<file path="src/rtl/irq_nest_pkg.sv">
package irq_nest_pkg;

    localparam int NSRC    = 5;
    localparam int SRC_W   = $clog2(NSRC);
    localparam int RANK_W  = $clog2(NSRC);
    localparam int CFG_W   = 8;
    localparam int GATE_BIT = 7;
    localparam int VEC_W   = 16;
    localparam int VEC_BASE = 3;
    localparam int VEC_STEP = 8;

    typedef enum logic [SRC_W-1:0] {
        SRC_EXT0 = 3'd0,
        SRC_EXT1 = 3'd1,
        SRC_TMR0 = 3'd2,
        SRC_TMR1 = 3'd3,
        SRC_SER  = 3'd4
    } src_e;

    typedef struct packed {
        logic            gate;
        logic [NSRC-1:0] en;
        logic [NSRC-1:0] hi;
    } cfg_t;

    typedef struct packed {
        logic              valid;
        logic              level_hi;
        logic [RANK_W-1:0] rank;
        logic [NSRC-1:0]   onehot;
    } grant_t;

    // Fixed service order: rank 0 is served first within a level.
    function automatic logic [SRC_W-1:0] rank_src(input int rank);
        case (rank)
            0:       rank_src = SRC_EXT0;
            1:       rank_src = SRC_TMR0;
            2:       rank_src = SRC_EXT1;
            3:       rank_src = SRC_TMR1;
            default: rank_src = SRC_SER;
        endcase
    endfunction

    function automatic logic [VEC_W-1:0] rank_vec(input logic [RANK_W-1:0] rank);
        rank_vec = VEC_W'(VEC_BASE) + VEC_W'(rank) * VEC_W'(VEC_STEP);
    endfunction

endpackage

</file>
<file path="src/rtl/irq_cfg_regs.sv">
module irq_cfg_regs
    import irq_nest_pkg::*;
(
    input  logic             clk,
    input  logic             rst,
    input  logic             we,
    input  logic             sel,
    input  logic [CFG_W-1:0] wdata,
    output cfg_t             cfg
);
    cfg_t cfg_q;

    always_ff @(posedge clk) begin
        if (rst) begin
            cfg_q <= '0;
        end else if (we) begin
            if (sel) begin
                cfg_q.hi <= wdata[NSRC-1:0];
            end else begin
                cfg_q.gate <= wdata[GATE_BIT];
                cfg_q.en   <= wdata[NSRC-1:0];
            end
        end
    end

    assign cfg = cfg_q;
endmodule

</file>
<file path="src/rtl/irq_arbiter.sv">
module irq_arbiter
    import irq_nest_pkg::*;
(
    input  cfg_t             cfg,
    input  logic [NSRC-1:0]  req,
    input  logic             ins_hi,
    input  logic             ins_lo,
    output grant_t           gnt,
    output logic [VEC_W-1:0] vec
);
    logic [NSRC-1:0] pend;
    logic [NSRC-1:0] hi_c;
    logic [NSRC-1:0] lo_c;
    logic [NSRC-1:0] elig;
    logic [NSRC-1:0] ord;

    assign pend = req & cfg.en & {NSRC{cfg.gate}};
    assign hi_c = pend & cfg.hi;
    assign lo_c = pend & ~cfg.hi;

    // Level gating by the in-service state.
    always_comb begin
        if (ins_hi)        elig = '0;
        else if (ins_lo)   elig = hi_c;
        else if (|hi_c)    elig = hi_c;
        else               elig = lo_c;
    end

    // Reorder eligible requests into service rank order.
    for (genvar r = 0; r < NSRC; r++) begin : g_ord
        assign ord[r] = elig[rank_src(r)];
    end

    always_comb begin
        gnt = '0;
        for (int r = NSRC - 1; r >= 0; r--) begin
            if (ord[r]) begin
                gnt.valid = 1'b1;
                gnt.rank  = RANK_W'(r);
            end
        end
        if (gnt.valid) begin
            gnt.onehot = NSRC'(1) << rank_src(int'(gnt.rank));
        end
        gnt.level_hi = |(gnt.onehot & cfg.hi);
    end

    assign vec = gnt.valid ? rank_vec(gnt.rank) : '0;
endmodule

</file>
<file path="src/rtl/irq_inservice.sv">
module irq_inservice (
    input  logic clk,
    input  logic rst,
    input  logic take_ok,
    input  logic take_hi,
    input  logic ret,
    output logic ins_hi,
    output logic ins_lo
);
    logic hi_q, lo_q, hi_n, lo_n;

    always_comb begin
        hi_n = hi_q;
        lo_n = lo_q;
        if (ret) begin
            if (hi_q) hi_n = 1'b0;
            else      lo_n = 1'b0;
        end
        if (take_ok) begin
            if (take_hi) hi_n = 1'b1;
            else         lo_n = 1'b1;
        end
    end

    always_ff @(posedge clk) begin
        if (rst) begin
            hi_q <= 1'b0;
            lo_q <= 1'b0;
        end else begin
            hi_q <= hi_n;
            lo_q <= lo_n;
        end
    end

    assign ins_hi = hi_q;
    assign ins_lo = lo_q;
endmodule

</file>
<file path="src/rtl/irq_nest_ctrl.sv">
module irq_nest_ctrl
    import irq_nest_pkg::*;
(
    input  logic             clk,
    input  logic             rst,
    input  logic             cfg_we_i,
    input  logic             cfg_sel_i,
    input  logic [CFG_W-1:0] cfg_wdata_i,
    input  logic [NSRC-1:0]  req_i,
    input  logic             take_i,
    input  logic             return_i,
    output logic             irq_o,
    output logic [VEC_W-1:0] irq_vec_o,
    output logic [NSRC-1:0]  ack_o
);
    cfg_t            cfg_q;
    grant_t          gnt;
    logic            ins_hi, ins_lo;
    logic            take_ok;
    logic [NSRC-1:0] ack_q;

    irq_cfg_regs u_cfg (
        .clk   (clk),
        .rst   (rst),
        .we    (cfg_we_i),
        .sel   (cfg_sel_i),
        .wdata (cfg_wdata_i),
        .cfg   (cfg_q)
    );

    irq_arbiter u_arb (
        .cfg    (cfg_q),
        .req    (req_i),
        .ins_hi (ins_hi),
        .ins_lo (ins_lo),
        .gnt    (gnt),
        .vec    (irq_vec_o)
    );

    assign take_ok = take_i & gnt.valid;

    irq_inservice u_ins (
        .clk     (clk),
        .rst     (rst),
        .take_ok (take_ok),
        .take_hi (gnt.level_hi),
        .ret     (return_i),
        .ins_hi  (ins_hi),
        .ins_lo  (ins_lo)
    );

    always_ff @(posedge clk) begin
        if (rst)          ack_q <= '0;
        else if (take_ok) ack_q <= gnt.onehot;
        else              ack_q <= '0;
    end

    assign irq_o = gnt.valid;
    assign ack_o = ack_q;
endmodule

</file>
<file path="config.mk">
export PLATFORM = sky130hd
export DESIGN_NAME = irq_nest_ctrl
export DESIGN_NICKNAME = d
export VERILOG_FILES = /design/src/rtl/irq_nest_pkg.sv /design/src/rtl/irq_cfg_regs.sv /design/src/rtl/irq_arbiter.sv /design/src/rtl/irq_inservice.sv /design/src/rtl/irq_nest_ctrl.sv
export SDC_FILE = /design/constraint.sdc
export NUM_CORES = 1
export LEC_CHECK = 0
export ABC_AREA = 1
export BUFFER_PORTS_ARGS = -buffer_cell sky130_fd_sc_hd__buf_2
export CAP_MARGIN = 20
export CORE_UTILIZATION = 50
export CTS_BUF_LIST = sky130_fd_sc_hd__clkbuf_4
export CTS_CLUSTER_DIAMETER = 60
export DETAILED_ROUTE_END_ITERATION = 10
export PLACE_DENSITY_LB_ADDON = 0.15
export REMOVE_ABC_BUFFERS = 1
export SYNTH_ARGS = -nofsm -noshare
export SYNTH_HDL_FRONTEND = slang
export SYNTH_SLANG_ARGS = --single-unit
</file>
<file path="constraint.sdc">
create_clock -name clk -period 4.3 [get_ports clk]
set_input_delay 1.075 -clock clk [delete_from_list [all_inputs] [get_ports clk]]
set_output_delay 1.075 -clock clk [all_outputs]
set_load 0.05 [all_outputs]
</file>
# Yosys cells after proc, flatten, opt, wreduce, memory -nomap -nowiden
# Index checks and enable logic that the tools add are counted.
[word_totals]
register_bits = 18
latch_bits = 0
ramBits = 0
romBits = 0
out_inout_bits = 22
n_memories = 0
[classes]
add_sub_neg = 1
n_mul = 0
n_div = 0
n_lt_le_gt_ge = 0
n_eq_ne = 3
shifts = 1
muxes = 24
n_bitwise = 9
n_reduce_logical = 6
[ops]
columns = ["cell", "count"]
rows = [
  ["5-bit AND", 5],
  ["5-bit two-way mux", 4],
  ["3-bit two-way mux", 6],
  ["16-bit two-way mux", 1],
  ["1-bit two-way mux", 12],
  ["3-bit one-hot mux with 4 select lines", 1],
  ["5-bit OR reduction", 2],
  ["2-bit by 6-bit adder with 7-bit output, first input constant", 1],
  ["3-bit by 2-bit == test with 1-bit output, second input constant", 2],
  ["5-bit NOT", 1],
  ["1-bit by 3-bit << shifter with 5-bit output, first input constant", 1],
  ["2-bit AND reduction", 2],
  ["3-bit by 1-bit == test with 1-bit output, second input constant", 1],
  ["3-bit zero test", 1],
  ["1-bit NOT", 2],
  ["2-bit OR reduction", 1],
  ["1-bit AND", 1],
]

# Logic depth before layout (Yosys ltp)
[depth]
ltp_word = 21
ltp_mapped = 16
ltp_nobuf = 15

# Cells and area by module
# A second synthesis with hierarchy kept.
[unflattened]
cells_unflattened = 175
area_unflattened_um2 = 1123.6
[modules_own_cells]
columns = ["module", "instances", "cells_per_inst", "area_each_um2"]
rows = [
  ["irq_cfg_regs", 1, 63, 457.9],
  ["irq_arbiter", 1, 81, 422.9],
  ["irq_nest_ctrl", 1, 19, 158.9],
  ["irq_inservice", 1, 12, 83.8],
]

# Worst setup path before layout
# No wires, ideal clock.
[synth_timing]
kind = "input to output"
startpoint = "input port req_i[4]"
endpoint = "output port irq_vec_o[5]"
arrival_time_ns = 2.838
required_ns = 3.225
setup_slack_ns = 0.387
cell_stages = 9
path_buffers = 0
path_cell_list = "nand3_1 -> nor2_2 -> nor2_4 -> nand3_2 -> nand2_1 -> nand2_2 -> nand2_4 -> nand2_2 -> nor3_1"
[synth_between]
elab_chain_len = 14
elab_cells_between_ends = 20
[synth_rtl]
columns = ["item", "line_no", "rtl"]
rows = [
  ["start: declaration", "irq_nest_ctrl.sv:9", "input logic [NSRC-1:0] req_i,"],
  ["5-bit AND (*) (2 in a row)", "irq_arbiter.sv:17", "assign pend = req & cfg.en & {NSRC{cfg.gate}};"],
  ["5-bit AND", "irq_arbiter.sv:18", "assign hi_c = pend & cfg.hi;"],
  ["5-bit OR reduction", "irq_arbiter.sv:25", "else if (|hi_c) elig = hi_c;"],
  ["5-bit two-way mux", "irq_arbiter.sv:25", ""],
  ["5-bit two-way mux (*)", "irq_arbiter.sv:24", "else if (ins_lo) elig = hi_c;"],
  ["5-bit two-way mux (*)", "irq_arbiter.sv:23", "if (ins_hi) elig = '0;"],
  ["3-bit two-way mux (5 in a row)", "irq_arbiter.sv:37", "if (ord[r]) begin"],
  ["2-bit by 6-bit adder with 7-bit output", "irq_nest_pkg.sv:45", "rank_vec = VEC_W'(VEC_BASE) + VEC_W'(rank) * VEC_W'(VEC_STEP);"],
  ["16-bit two-way mux (*)", "irq_arbiter.sv:48", "assign vec = gnt.valid ? rank_vec(gnt.rank) : '0;"],
  ["end: declaration", "irq_nest_ctrl.sv:13", "output logic [VEC_W-1:0] irq_vec_o,"],
]
# Every way passes the cells marked *; elsewhere a longest branch is shown, timed or not.

# Final worst setup path
# Ends and elaborated chain as after synthesis.

==> run metrics <==
chip height=49.9 um; Netlist cell types=21; final setup margin=0.753 ns; maximum clock path buffer count=2; crit-path max cell delay=0.31 ns; input/output buffers=27; cells along the critical path=buf_2 -> nand3_1 -> nor2_2 -> nor2_4 -> nand3_2 -> nand2_1 -> nand2_2 -> nand2_4 -> nand2_2 -> nor3_1 -> buf_2; worst hold path class=flop to flop; DRT met1 WL=1.05 mm; WL final=2.37 mm; WL per Instance=11.0 um; fmax=282 MHz; CTS Buf Count=3; Final Cell Area=1270 um2; Detail Route Antenna Nets=0; Clock Tree Root=clkbuf_4; most common cell after layout, fill and taps aside=nor2_1; top post-synthesis cells by area=dfxtp_1 (31%), nor2_1 (10%), buf_4 (8.5%); post-synthesis area per instance=7.09 um2; fillers=188; Remaining DRCs=0; met2 WL=1.17 mm; most frequent cells in the layout=nor2_1 (32), buf_2 (27), nand2_1 (20), dfxtp_1 (18), inv_1 (15); Critical Path RT=3.22 ns; Peak VDD IR=0.227 mV; Vias/cell=4.94; critical path data arrival time=2.47 ns; Fin Hold WS=0.525 ns; share of cells above drive strength 1=30.3%; DR WL met3=125 um; unrepaired setup endpoints after global routing=no; final setup violating endpoints=0; Die ar.=2490 um2; DP Cell Count=211; CP startpoint=req_i[4]; post-CTS sizing=0; Placer Congestion=0.838; io pins=41; min cycle time layout=3.55 ns; Slowest-stage cell, CP=buf_2; DR pass1 iterations=6; max-cap viol count=0; Sink Count=18; final cell count without fillers=215; status=completed; pin count of the biggest net entering global routing=15; Power Density=323 nW/um2; n_diodes=0; # rows=16; Die X=49.9 um; r2r startpoint=u_cfg.cfg[10]; CTS tree=done; leading area contributor after synthesis=dfxtp_1; DP HPWL=1.90 mm; Post-CTS Hold Fix Bufs=0; yosys warns=0; total power=410 uW; top-area cell type share of the netlist area=31.4%; CTS clk-pin slew, worst paths=0.11 ns; Core ar.=2060 um2; vias in the first global route=1023; post-CTS setup buffer count=0; Final Net Count=208; Hold Crit Start=u_cfg.cfg[4]; leak pwr=0.658 nW; hold depth=2; Area after DPL=1240 um2; setup TNS=0 ns; initial antenna violation count=0; dpl ws=0.766 ns; total via count after detailed routing=1063; sequential fraction of the synthesis area=31.4%; global-route wire length before repair=4.15 mm; GRT Total Usage=21.3%; GRT overflow=0; area grow syn2layout=10.5%; DR iter-0 viols=23; crit-path max FO=6; cell count after synthesis=162; skew final=0.00253 ns; Clock Latency Late Sink=0.29 ns; final period utilization=82.5%; highest routed layer=met4; Setup CP Type=input pin to output pin; count of state elements after synthesis=18; Critical Path End Type=output pin; initial core utilization=55.7%; final hold viol count=0; final core utilization=61.5%; max-slew violations=0; Reg2Reg Depth=15; Post-Synthesis Cell Area=1150 um2; Max H-tree Level=1; Startpoint Class=input pin
power by group:
group / internal (mW) / leakage [nW] / switching, mW / total (mW)
logic: 0.0314 / 0.496 / 0.105 / 0.136
clock network: 0.0338 / 0.0154 / 0.0561 / 0.0898
registers: 0.175 / 0.147 / 0.00900 / 0.184
metal layers:
metal / global-route usage, % / vias to the layer above
li1: - / 550
met3: 4.94 / 8
met5: 0 / -
met4: 5.71 / 0
met2: 39.2 / 43
met1: 24.3 / 462
critical path: cells and delay by family:
kind / cells / cell delay [ns]
buf+inv: 2 / 0.41
simple gates: 9 / 0.99
layout make-up:
class / instances / area [um2] / area share [%]
multi-input combinational: 120 / 642 / 50.6
inverter: 19 / 71.3 / 5.62
tap: 27 / 33.8 / 2.66
sequential: 18 / 360 / 28.4
clock buffer: 3 / 22.5 / 1.78
timing repair buffer: 27 / 135 / 10.7
clock inverter: 1 / 3.75 / 0.296
Yosys cell counts:
master    instances
nor2_1           32
nand2_1          20
dfxtp_1          18
inv_1            15
buf_4            13
o21ai_0          11
nand3_1          10
a21oi_1           6
nand2_2           6
nand3_2           6
nand4_1           6
inv_2             4
nand3_4           3
nor2_2            3
nand4_2           2
nor2_4            2
buf_6             1
clkbuf_1          1
conb_1            1
nand2_4           1
nor3_1            1
worst paths after layout:
check                       to  slack, ns
setup / recovery  irq_vec_o[5]       0.75
setup reg to reg  u_ins.ins_hi       2.25
hold reg to reg   u_cfg.cfg[4]       0.52
hold / removal    u_cfg.cfg[4]       0.52
state kept, by name (all words and copies together), names as in the netlist:
name and count:
u_cfg.cfg 11, ack_o 5, u_ins.ins_hi 1, u_ins.ins_lo 1
logic make-up (layout without fill, tap and decap cells):
group | Yosys count | count (layout) | share of synthesized area [%]
compound gates | 17 | 17 | 7.41
buf+inv | 34 | 50 | 16.0
flops | 18 | 18 | 31.4
other cells | 1 | 11 | 0.326
simple gates | 92 | 92 | 44.9
No activity file was read; power rests on OpenSTA's default activity.
